<file path="src/rtl/intc_sense32.sv">
module intc_sense32 #(
  parameter int NSRC = 32,
  parameter int AW   = 4
) (
  input  logic            clk,
  input  logic            rst_n,
  input  logic [AW-1:0]   addr,
  input  logic            wr_en,
  input  logic [NSRC-1:0] wdata,
  output logic [NSRC-1:0] rdata,
  input  logic [NSRC-1:0] irq_in,
  output logic            irq_nc,
  output logic            irq_crit
);

  localparam logic [AW-1:0] A_STAT = AW'(0);
  localparam logic [AW-1:0] A_EN   = AW'(2);
  localparam logic [AW-1:0] A_CRIT = AW'(3);
  localparam logic [AW-1:0] A_POL  = AW'(4);
  localparam logic [AW-1:0] A_TRIG = AW'(5);
  localparam logic [AW-1:0] A_MSK  = AW'(6);

  logic [NSRC-1:0] line_b, s1, s2, s3;
  logic [NSRC-1:0] stat, en, crit, pol, trig;
  logic [NSRC-1:0] act, edge_hit, clr, masked;

  for (genvar n = 0; n < NSRC; n++) begin : g_map
    assign line_b[NSRC-1-n] = irq_in[n];
  end

  always_ff @(posedge clk) begin
    if (!rst_n) begin
      s1 <= '0;
      s2 <= '0;
      s3 <= '0;
    end else begin
      s1 <= line_b;
      s2 <= s1;
      s3 <= s2;
    end
  end

  assign act      = ~(s2 ^ pol);
  assign edge_hit = (pol & s2 & ~s3) | (~pol & ~s2 & s3);
  assign clr      = (wr_en && addr == A_STAT) ? wdata : '0;
  assign masked   = stat & en;

  always_ff @(posedge clk) begin
    if (!rst_n) begin
      stat <= '0;
      en   <= '0;
      crit <= '0;
      pol  <= '0;
      trig <= '0;
    end else begin
      stat <= (~trig & act) | (trig & (edge_hit | (stat & ~clr)));
      if (wr_en) begin
        case (addr)
          A_EN:    en   <= wdata;
          A_CRIT:  crit <= wdata;
          A_POL:   pol  <= wdata;
          A_TRIG:  trig <= wdata;
          default: ;
        endcase
      end
    end
  end

  always_comb begin
    case (addr)
      A_STAT:  rdata = stat;
      A_EN:    rdata = en;
      A_CRIT:  rdata = crit;
      A_POL:   rdata = pol;
      A_TRIG:  rdata = trig;
      A_MSK:   rdata = masked;
      default: rdata = '0;
    endcase
  end

  always_ff @(posedge clk) begin
    if (!rst_n) begin
      irq_nc   <= 1'b0;
      irq_crit <= 1'b0;
    end else begin
      irq_nc   <= |(masked & ~crit);
      irq_crit <= |(masked & crit);
    end
  end

  p_edge_hold_r4: assert property (@(posedge clk) disable iff (!rst_n)
    !(wr_en && addr == A_STAT) |=> ((stat & $past(stat & trig)) == $past(stat & trig)));

  p_set_wins_r5: assert property (@(posedge clk) disable iff (!rst_n)
    |(edge_hit & trig) |=> ((stat & $past(edge_hit & trig)) == $past(edge_hit & trig)));

  p_msk_write_ignored_r6: assert property (@(posedge clk) disable iff (!rst_n)
    (wr_en && addr == A_MSK) |=> ($stable(en) && $stable(crit) && $stable(pol) && $stable(trig)));

  p_unmapped_zero_r8: assert property (@(posedge clk) disable iff (!rst_n)
    (addr == AW'(1) || addr > A_MSK) |-> (rdata == '0));

  p_disable_quiet_r10: assert property (@(posedge clk) disable iff (!rst_n)
    (wr_en && addr == A_EN && wdata == '0) |=> ##1 (!irq_nc && !irq_crit));

endmodule

</file>
<file path="config.mk">
export PLATFORM = sky130hd
export DESIGN_NAME = intc_sense32
export DESIGN_NICKNAME = d
export VERILOG_FILES = /design/src/rtl/intc_sense32.sv
export SDC_FILE = /design/constraint.sdc
export NUM_CORES = 1
export LEC_CHECK = 0
export BUFFER_PORTS_ARGS = -buffer_cell sky130_fd_sc_hd__buf_2
export CORE_MARGIN = 5
export CORE_UTILIZATION = 35
export CTS_BUF_LIST = sky130_fd_sc_hd__clkbuf_16
export CTS_CLUSTER_DIAMETER = 40
export DETAILED_ROUTE_END_ITERATION = 6
export HOLD_SLACK_MARGIN = 0.06
export PLACE_DENSITY = 0.5
export SYNTH_ARGS = -nofsm -noshare
export SYNTH_HDL_FRONTEND = slang
export SYNTH_SLANG_ARGS = --single-unit
</file>
<file path="constraint.sdc">
create_clock -name clk -period 2.8 [get_ports clk]
set_clock_uncertainty 0.05 [all_clocks]
set_input_delay 0.28 -clock clk [delete_from_list [all_inputs] [get_ports clk]]
set_output_delay 0.28 -clock clk [all_outputs]
set_load 0.02 [all_outputs]
</file>
==> flow_summary.yaml, run 1 <==
run_status:
  status: "complete, but fails checks"
  violations: "DRC"
floorplanning:
  start_util_pct: 35.54
  num_rows: 66
  fp.dieH_um: 191.8
  die_x_um: 191.8
  coreArea_um2: 32540
  die_area_um2: 36770
  ios: 105
sta:
  period_share_pct: 76.71
  fmax_mhz: 465.6
  period_minus_slack_ns: 2.148
  worst_pin_slew_ns: 0.6976
  relSlewSlack_pct: 53.49
  finalSetupTns_ns: 0
  slew_violations: 0
  hold_viol_final: 0
  setup_violations: 0
  rsz0062_at_grt: "false"
  hold_slack_ns: 0.2047
yosys:
  ys_seq_area_share_pct: 44.67
  syn_inst: 1412
  syn_area_per_cell_um2: 8.189
  ys_warn_count: 0
  synth_nets: 1547
  synth.distinct_cells: 32
  synth_area_um2: 11560
  synth-seq-cells: 258
finish:
  drive_above_1_share_pct: 14.56
  nFillCells: 3285
  seq_area_um2: 5165
  syn_to_final_growth_pct: 27.42
  stdcell_count: 2049
  multiInputGateArea_um2: 5679
  n_antenna_cell: 0
  postLayoutCoreUtil_pct: 45.28
  final_nets: 1709
grt:
  grt_pass1_vias: 10060
  globalRouteTotalUtil_pct: 19.83
  antenna_found_initial: 1
  grt_max_degree: 97
  overflow: 0
  grt_pass1_wl_um: 57600
power_and_ir_drop:
  p_int_w: 0.007636
  ir_drop_mv: 0.4074
  clkPwrFrac_pct: 54.8
  p_seq_share_pct: 39.3
  netSwitchingPower_w: 0.002305
  powerDensity_nw_per_um2: 674.8
  power_leakage_nw: 6.002
  p_comb_share_pct: 5.9
  power.total_w: 0.009942
  netSwitchingFraction_pct: 23.19
route:
  vias_per_cell: 5.062
  drt_first_iter_violations: 883
  vias: 10370
  drt_first_pass_iters: 7
  routed_wl_um: 37110
  post_drt_wl_per_cell_um: 18.11
  ant_nets: 0
  drc: 9
place:
  hpwl_um: 23890
  port_buffers: 104
  dp.cells: 1904
  gp_congestion: 0.8323
clock_network:
  cts_tree: "built"
  cts_resized: 0
  post_cts_buffers: 0
  cts_hold_buf: 64
  clkSinkCount: 258
  clkSlewWorstSetupHoldPaths_ns: 0.05
  cts_max_level: 2
  clk-insertion-delay-late_ns: 0.53
  numCtsBuffers: 46
  clock_path_buffers: 3
  cts_root_buf: "clkbuf_16"
worst_hold_path:
  min_path_type: "in -> reg"
setup_path:
  worstPathArrival_ns: 1.82
  start_kind: "input pin"
  critPathRequiredTime_ns: 2.47
  worstSetupPathType: "in -> out"
  worstSetupEndpointType: "output port"
  crit_fanout: 11
flow_run:
  cap_violations: 0
sequential cells by signal, summed over array words and instances, names as in the netlist:
name,flops
pol,32
en,32
s2,32
trig,32
s1,32
s3,32
irq_crit,1
irq_nc,1
stat,32
crit,32
cell families (layout without fill, tap and decap cells):
family | after synthesis | after routing | share of synthesized area [%]
adder cells (fa/ha/maj) | 64 | 64 | 6.926
AO/OA/AOI/OAI | 305 | 305 | 18.05
flip-flops | 258 | 258 | 44.67
buffers and inverters | 181 | 376 | 6.471
AND/OR/NAND/NOR | 604 | 604 | 23.88
synthesized netlist by cell type:
| cell type | number | area [um^2] |
|---|---|---|
| a21o_1 | 32 | 240.2 |
| a21oi_1 | 161 | 805.8 |
| a221oi_1 | 4 | 35.03 |
| a221oi_2 | 28 | 420.4 |
| a222oi_1 | 32 | 320.3 |
| a41oi_1 | 1 | 8.760 |
| and2_0 | 1 | 6.260 |
| and2_1 | 67 | 419.2 |
| and4bb_2 | 1 | 12.51 |
| buf_1 | 4 | 15.01 |
| buf_2 | 19 | 95.09 |
| buf_4 | 6 | 45.04 |
| buf_6 | 3 | 33.78 |
| clkbuf_1 | 52 | 195.2 |
| dfxtp_1 | 258 | 5165 |
| ha_1 | 64 | 800.8 |
| inv_1 | 96 | 360.4 |
| inv_2 | 1 | 3.750 |
| nand2_1 | 353 | 1325 |
| nand3_1 | 96 | 480.5 |
| nand3b_1 | 3 | 22.52 |
| nand4_1 | 8 | 50.05 |
| nor2_1 | 32 | 120.1 |
| nor2b_1 | 32 | 200.2 |
| nor3_1 | 1 | 5.000 |
| nor4_1 | 5 | 31.28 |
| nor4_4 | 1 | 21.27 |
| nor4b_4 | 2 | 47.55 |
| nor4bb_1 | 2 | 20.02 |
| o2111ai_1 | 1 | 8.760 |
| o21ai_0 | 32 | 160.2 |
| o22ai_1 | 14 | 87.58 |
final cells by class:
cell class / instances / share of cell area, %
Tap cell: 442 / 3.754
Inverter: 97 / 2.488
Timing Repair Buffer: 198 / 9.936
Multi-Input combinational cell: 973 / 38.55
Sequential cell: 258 / 35.06
Clock buffer: 47 / 7.983
Clock inverter: 34 / 2.234
layer usage:
| metal | up-vias | GRT usage [%] | part of all wire [%] | wire length (um) |
|---|---|---|---|---|
| met4 | 2 | 5.470 | 2.1 | 797 |
| met5 | - | 0 | 0.054 | 20 |
| met1 | 4907 | 26.76 | 46 | 16990 |
| li1 | 5113 | - | - | - |
| met3 | 67 | 3.435 | 5.7 | 2102 |
| met2 | 283 | 32.79 | 46 | 17210 |
path summary, 6_finish.rpt:
| check | from | depth (start not counted) | slack (ns) | end |
|---|---|---|---|---|
| worst min register to register | s1[15]$_SDFF_PN0_ | 1 | 0.38 | s2[15]$_SDFF_PN0_ |
| worst min-delay path | rst_n | 3 | 0.20 | s3[29]$_SDFF_PN0_ |
| worst max-delay path | addr[3] | 5 | 0.65 | rdata[0] |
| worst max register to register | stat[31]$_SDFF_PN0_ | 4 | 1.31 | irq_nc$_SDFF_PN0_ |
cell usage in the layout, fill, tap and decap left out, types with 47 or more instances in the layout:
cell type and count:
nand2_1 353, dfxtp_1 258, a21oi_1 161, buf_2 103
inv_1 100, nand3_1 96, and2_1 68, ha_1 64
dlygate4sd3_1 64, clkbuf_16 47
worst max-delay path, stage by stage:
cell	delay, ns
buf_2	0.25
and4bb_2	0.40
a222oi_1	0.52
nand3_1	0.17
buf_2	0.19
power by group through the flow:
stage,clock [W],sequential (W),combinational [W]
floorplan,0,0.00394,0.000308
global placement,0,0.00397,0.000514
detailed placement,0,0.00398,0.000522
CTS,0.00558,0.00390,0.000595
global route,0.00574,0.00392,0.000654
finish,0.00545,0.00391,0.000589
metrics by stage:
step,instance area [um^2],worst slack [ns]
finish,14730,0.6520
global route,14730,0.5668
CTS,14730,0.5976
detailed placement,12590,0.6164
global placement,12590,0.6516
floorplan,11560,0.9405
No activity file was read; power rests on OpenSTA's default activity.
==> run 2: changes to the inputs <==
--- a/config.mk
+++ b/config.mk
@@ -12,7 +12,7 @@
 export CTS_CLUSTER_DIAMETER = 40
 export DETAILED_ROUTE_END_ITERATION = 6
 export HOLD_SLACK_MARGIN = 0.06
-export PLACE_DENSITY = 0.5
+export PLACE_DENSITY = 0.52
 export SYNTH_ARGS = -nofsm -noshare
 export SYNTH_HDL_FRONTEND = slang
 export SYNTH_SLANG_ARGS = --single-unit
==> constraint.sdc (replaced) <==
create_clock -name clk -period 1.9 [get_ports clk]
set_clock_uncertainty 0.05 [all_clocks]
set_input_delay 0.19 -clock clk [delete_from_list [all_inputs] [get_ports clk]]
set_output_delay 0.19 -clock clk [all_outputs]
set_load 0.02 [all_outputs]
==> run 2 against run 1 <==
The flow now finishes without violations. Global-route usage fell by 0.46 points. Non-clock buffer count rose by 26. Wire length fell by 4.0%. Register-to-register slack got worse by 0.91 ns. Final cell count rose by 0.83%. Worst hold slack improved by 0.049 ns. Largest power group unchanged.
==> flow_summary.yaml, run 2 (synthesized netlist as in run 1, its figures left out) <==
place:
  hpwl_um: 23830
  pre_cts_ws_ns: 0.06675
  gp_congestion: 0.7984
  postPlaceCellArea_um2: 12800
  port_buffers: 104
sta:
  slew_violations: 0
  rsz0062_at_grt: "true"
  setup_violations: 0
  finalSetupTns_ns: 0
  hold_viol_final: 0
  layout_setup_ws_ns: 0.03447
  worst_pin_slew_ns: 0.4799
  relSlewSlack_pct: 68.01
  period_share_pct: 98.19
  fmax_mhz: 536.0
  period_minus_slack_ns: 1.866
  hold_slack_ns: 0.2533
route:
  drt_first_iter_violations: 900
  ant_nets: 0
  drc: 0
  routed_wl_um: 35630
  vias_per_cell: 4.983
  vias: 10300
  drt_first_pass_iters: 7
  post_drt_wl_per_cell_um: 17.25
clock_network:
  cts_tree: "built"
  clock_path_buffers: 3
  clkSinkCount: 258
  clkSlewWorstSetupHoldPaths_ns: 0.05
  clk-insertion-delay-late_ns: 0.54
  numCtsBuffers: 42
  cts_max_level: 2
  cts_root_buf: "clkbuf_16"
power_and_ir_drop:
  clkPwrFrac_pct: 52.9
  p_seq_share_pct: 40.6
  netSwitchingPower_w: 0.003336
  powerDensity_nw_per_um2: 940.0
  p_int_w: 0.01081
  netSwitchingFraction_pct: 23.59
  power_leakage_nw: 6.124
  p_comb_share_pct: 6.5
  ir_drop_mv: 0.6766
setup_path:
  start_kind: "register"
  path_cells: "a222oi_1 > nand3_1 > buf_6"
  max_stage_delay_ns: 0.36
  critPathRequiredTime_ns: 1.66
  crit_fanout: 3
  reg2regPathDepth: 4
  worstSetupEndpointType: "output port"
  worstSetupPathType: "reg -> out"
  crit_path_top_delay_cell: "a222oi_1"
  worstPathArrival_ns: 1.63
floorplanning:
  start_util_pct: 35.54
  num_rows: 66
  die_area_um2: 36770
  coreArea_um2: 32540
  die_x_um: 191.8
  ios: 105
  fp.dieH_um: 191.8
worst_hold_path:
  min_path_type: "in -> reg"
  min_path_cells: 4
finish:
  syn_to_final_growth_pct: 30.13
  final_common_cell: "nand2_1"
  final_cell_area_um2: 15050
  drive_above_1_share_pct: 15.70
  final_cell_mix: "353 x nand2_1, 248 x dfxtp_1, 161 x a21oi_1"
  n_antenna_cell: 0
  final_nets: 1731
flow_run:
  cap_violations: 0
grt:
  overflow: 0
  grt_pass1_vias: 9973
  globalRouteTotalUtil_pct: 19.37
  antenna_found_initial: 0
  grt_pass1_wl_um: 56590
  grt_max_degree: 45
run_status:
  status: "finished clean"
[run 2: layer usage]
layer | track usage (%) | vias up | wire length, um
li1 | - | 5147 | -
met1 | 26.39 | 4819 | 16420
met2 | 31.44 | 273 | 16300
met3 | 3.562 | 56 | 2086
met4 | 5.580 | 0 | 828
met5 | 0 | - | 0
[run 2: cell type report]
type	count	area (um^2)
clock buffers	43	1076
fillers	3202	17490
clock inverters	29	304.0
repair buffers	224	1882
inverters	97	366.6
well taps	442	553.0
flip-flops and latches	258	5185
multi-input cells	973	5679
[run 2: metrics by stage]
stage | instances | util, % | power, W
6_report | 2066 | 46.24 | 0.01414
5_1_grt | 2066 | 46.24 | 0.01471
4_1_cts | 2062 | 45.97 | 0.01433
3_5_place_dp | 1913 | 39.36 | 0.006643
3_3_place_gp | 1913 | 39.36 | 0.006631
2_1_floorplan | 1412 | - | 0.006255
[run 2: final timing paths]
path	start	endpoint	slack, ns
hold / removal	wr_en	stat[31]$_SDFF_PN0_	0.25
setup / recovery	crit[29]$_SDFFE_PN0P_	rdata[29]	0.03
setup reg to reg	stat[11]$_SDFF_PN0_	irq_nc$_SDFF_PN0_	0.40
hold reg to reg	s1[29]$_SDFF_PN0_	s2[29]$_SDFF_PN0_	0.38
[run 2: critical path: cells and delay by family (launching register included)]
family / cells / cell delay [ns]
AOI/OAI and AO/OA: 1 / 0.36
and+or+nand+nor: 1 / 0.21
DFF: 1 / 0.34
buffers and inverters: 1 / 0.18
[run 2: power by group through the flow]
stage / Sequential, W / Clock (W) / Combinational [W]
finish: 0.00574 / 0.00748 / 0.000922
global route: 0.00576 / 0.00793 / 0.00103
CTS: 0.00574 / 0.00767 / 0.000915
detailed placement: 0.00585 / 0 / 0.000790
global placement: 0.00585 / 0 / 0.000779
floorplan: 0.00580 / 0 / 0.000454
[run 2: what timing repair did]
| action | 4_1_cts | 5_1_grt |
|---|---|---|
| endpoints found under the setup margin | 0 | 11 |
| endpoints found under the hold margin | 198 | 0 |
| hold buffers | 77 | 0 |
| buffers inserted | 0 | 4 |
| gates resized for setup | 0 | 26 |
==> run 3: changes to the inputs <==
--- a/config.mk
+++ b/config.mk
@@ -5,10 +5,10 @@
 export SDC_FILE = /design/constraint.sdc
 export NUM_CORES = 1
 export LEC_CHECK = 0
+export ABC_AREA = 0
 export BUFFER_PORTS_ARGS = -buffer_cell sky130_fd_sc_hd__buf_2
 export CORE_MARGIN = 5
 export CORE_UTILIZATION = 35
-export CTS_BUF_LIST = sky130_fd_sc_hd__clkbuf_16
 export CTS_CLUSTER_DIAMETER = 40
 export DETAILED_ROUTE_END_ITERATION = 6
 export HOLD_SLACK_MARGIN = 0.06
==> run 3 against run 2 <==
Final cell count stayed put. Global-route usage hardly changed. Via count is 0.29% higher. Sequential share of layout area is 0.091 points lower. Sequential cell count stayed put. Maximum frequency is 0.11% higher. Utilization is 0.12 points higher. Critical path type unchanged. Highest routed layer unchanged.
==> flow_summary.yaml, run 3 (synthesized netlist as in run 1, its figures left out) <==
setup_path:
  max_stage_delay_ns: 0.36
  worstSetupPathType: "reg -> out"
  worstSetupEndpointType: "output port"
  worstPathArrival_ns: 1.62
  crit_family: "compound AO/OA/AOI/OAI gates"
  start_kind: "register"
  crit_path_top_delay_cell: "a222oi_1"
  path_cells: "a222oi_1 > nand3_1 > buf_6"
  crit_fanout: 3
  worst-path-buf-inv: 1
  critPathRequiredTime_ns: 1.66
clock_network:
  numCtsBuffers: 42
  cts_max_level: 2
  clkSinkCount: 258
  clkSlewWorstSetupHoldPaths_ns: 0.05
  clock_path_buffers: 3
  clk-insertion-delay-late_ns: 0.54
  cts_tree: "built"
  cts_root_buf: "clkbuf_16"
floorplanning:
  start_util_pct: 35.54
  ios: 105
  die_area_um2: 36770
  die_x_um: 191.8
  coreArea_um2: 32540
  num_rows: 66
  fp.dieH_um: 191.8
place:
  gp_congestion: 0.7984
  port_buffers: 104
  hpwl_um: 23830
  postPlaceCellArea_um2: 12800
sta:
  fmax_mhz: 536.6
  period_minus_slack_ns: 1.864
  period_share_pct: 98.08
  hold_viol_final: 0
  worst_pin_slew_ns: 0.4916
  setup_violations: 0
  slew_violations: 0
  relSlewSlack_pct: 67.23
  rsz0062_at_grt: "true"
grt:
  globalRouteTotalUtil_pct: 19.38
  grt_pass1_wl_um: 56610
  grt_pass1_vias: 9984
  antenna_found_initial: 0
  overflow: 0
  grt_max_degree: 45
flow_run:
  cap_violations: 0
route:
  drc: 0
  drt_first_pass_iters: 6
  routed_wl_um: 35630
  post_drt_wl_per_cell_um: 17.24
  ant_nets: 0
  vias_per_cell: 4.998
  drt_first_iter_violations: 923
  vias: 10330
finish:
  final_cell_area_um2: 15090
  syn_to_final_growth_pct: 30.47
  n_antenna_cell: 0
  drive_above_1_share_pct: 15.95
  final_common_cell: "nand2_1"
  nFillCells: 3196
  final_nets: 1731
  final_cell_mix: "353 x nand2_1, 248 x dfxtp_1, 161 x a21oi_1"
power_and_ir_drop:
  power_leakage_nw: 6.126
  power.total_w: 0.01434
  ir_drop_mv: 0.6794
  powerDensity_nw_per_um2: 950.5
run_status:
  status: "finished clean"
worst_hold_path:
  min_path_type: "in -> reg"
## run 3: worst paths after layout
path	startpoint	endpoint	slack (ns)	cells past startpoint
setup reg to reg	stat[11]$_SDFF_PN0_	irq_nc$_SDFF_PN0_	0.39	4
setup / recovery	crit[29]$_SDFFE_PN0P_	rdata[29]	0.04	3
hold reg to reg	s1[29]$_SDFF_PN0_	s2[29]$_SDFF_PN0_	0.38	1
hold / removal	wr_en	stat[31]$_SDFF_PN0_	0.26	4
## run 3: final cells by class
cell class                      instances  area [um^2]  area share (%)
Timing Repair Buffer                  224         1882           12.47
Tap cell                              442        553.0           3.666
Inverter                               97        366.6           2.430
Clock buffer                           52         1150           7.622
Multi-Input combinational cell        973         5679           37.65
Clock inverter                         20        270.3           1.791
Sequential cell                       258         5185           34.37
## run 3: timing repair
item,4_1_cts,5_1_grt
endpoints found under the setup margin,0,11
gates resized for setup,0,26
hold buffers,77,0
hold endpoints to repair,198,0
buffers inserted,0,4
## run 3: worst min-delay path: stages
cell      delay, ns
buf_2          0.26
nand3_1        0.16
a221oi_1       0.07
a21oi_1        0.13
## run 3: power breakdown
part,switching [W],internal (W)
clock network,0.00270,0.00497
logic,0.000487,0.000434
registers,0.000155,0.00559
total,0.00334,0.0110
## run 3: per-layer routing
metal	vias up	GRT usage, %	routed length, um
met5	-	0	0
met2	287	31.44	16300
met1	4834	26.41	16450
met4	0	5.608	880
li1	5143	-	-
met3	61	3.562	1992
## run 3: per-stage QoR
| stage | hold WS (ns) | worst slack, ns | utilization (%) | TNS, ns | instances |
|---|---|---|---|---|---|
| 6_report | 0.2576 | 0.03646 | 46.37 | 0 | 2066 |
| 5_1_grt | 0.2765 | -0.06832 | 46.37 | -0.2972 | 2066 |
| 4_1_cts | 0.2182 | 0.0005641 | 46.09 | 0 | 2062 |
| 3_5_place_dp | 0.3486 | 0.06675 | 39.36 | 0 | 1913 |
| 3_3_place_gp | 0.3455 | 0.07288 | 39.36 | 0 | 1913 |
| 2_1_floorplan | 0.2673 | 0.2205 | - | 0 | 1412 |
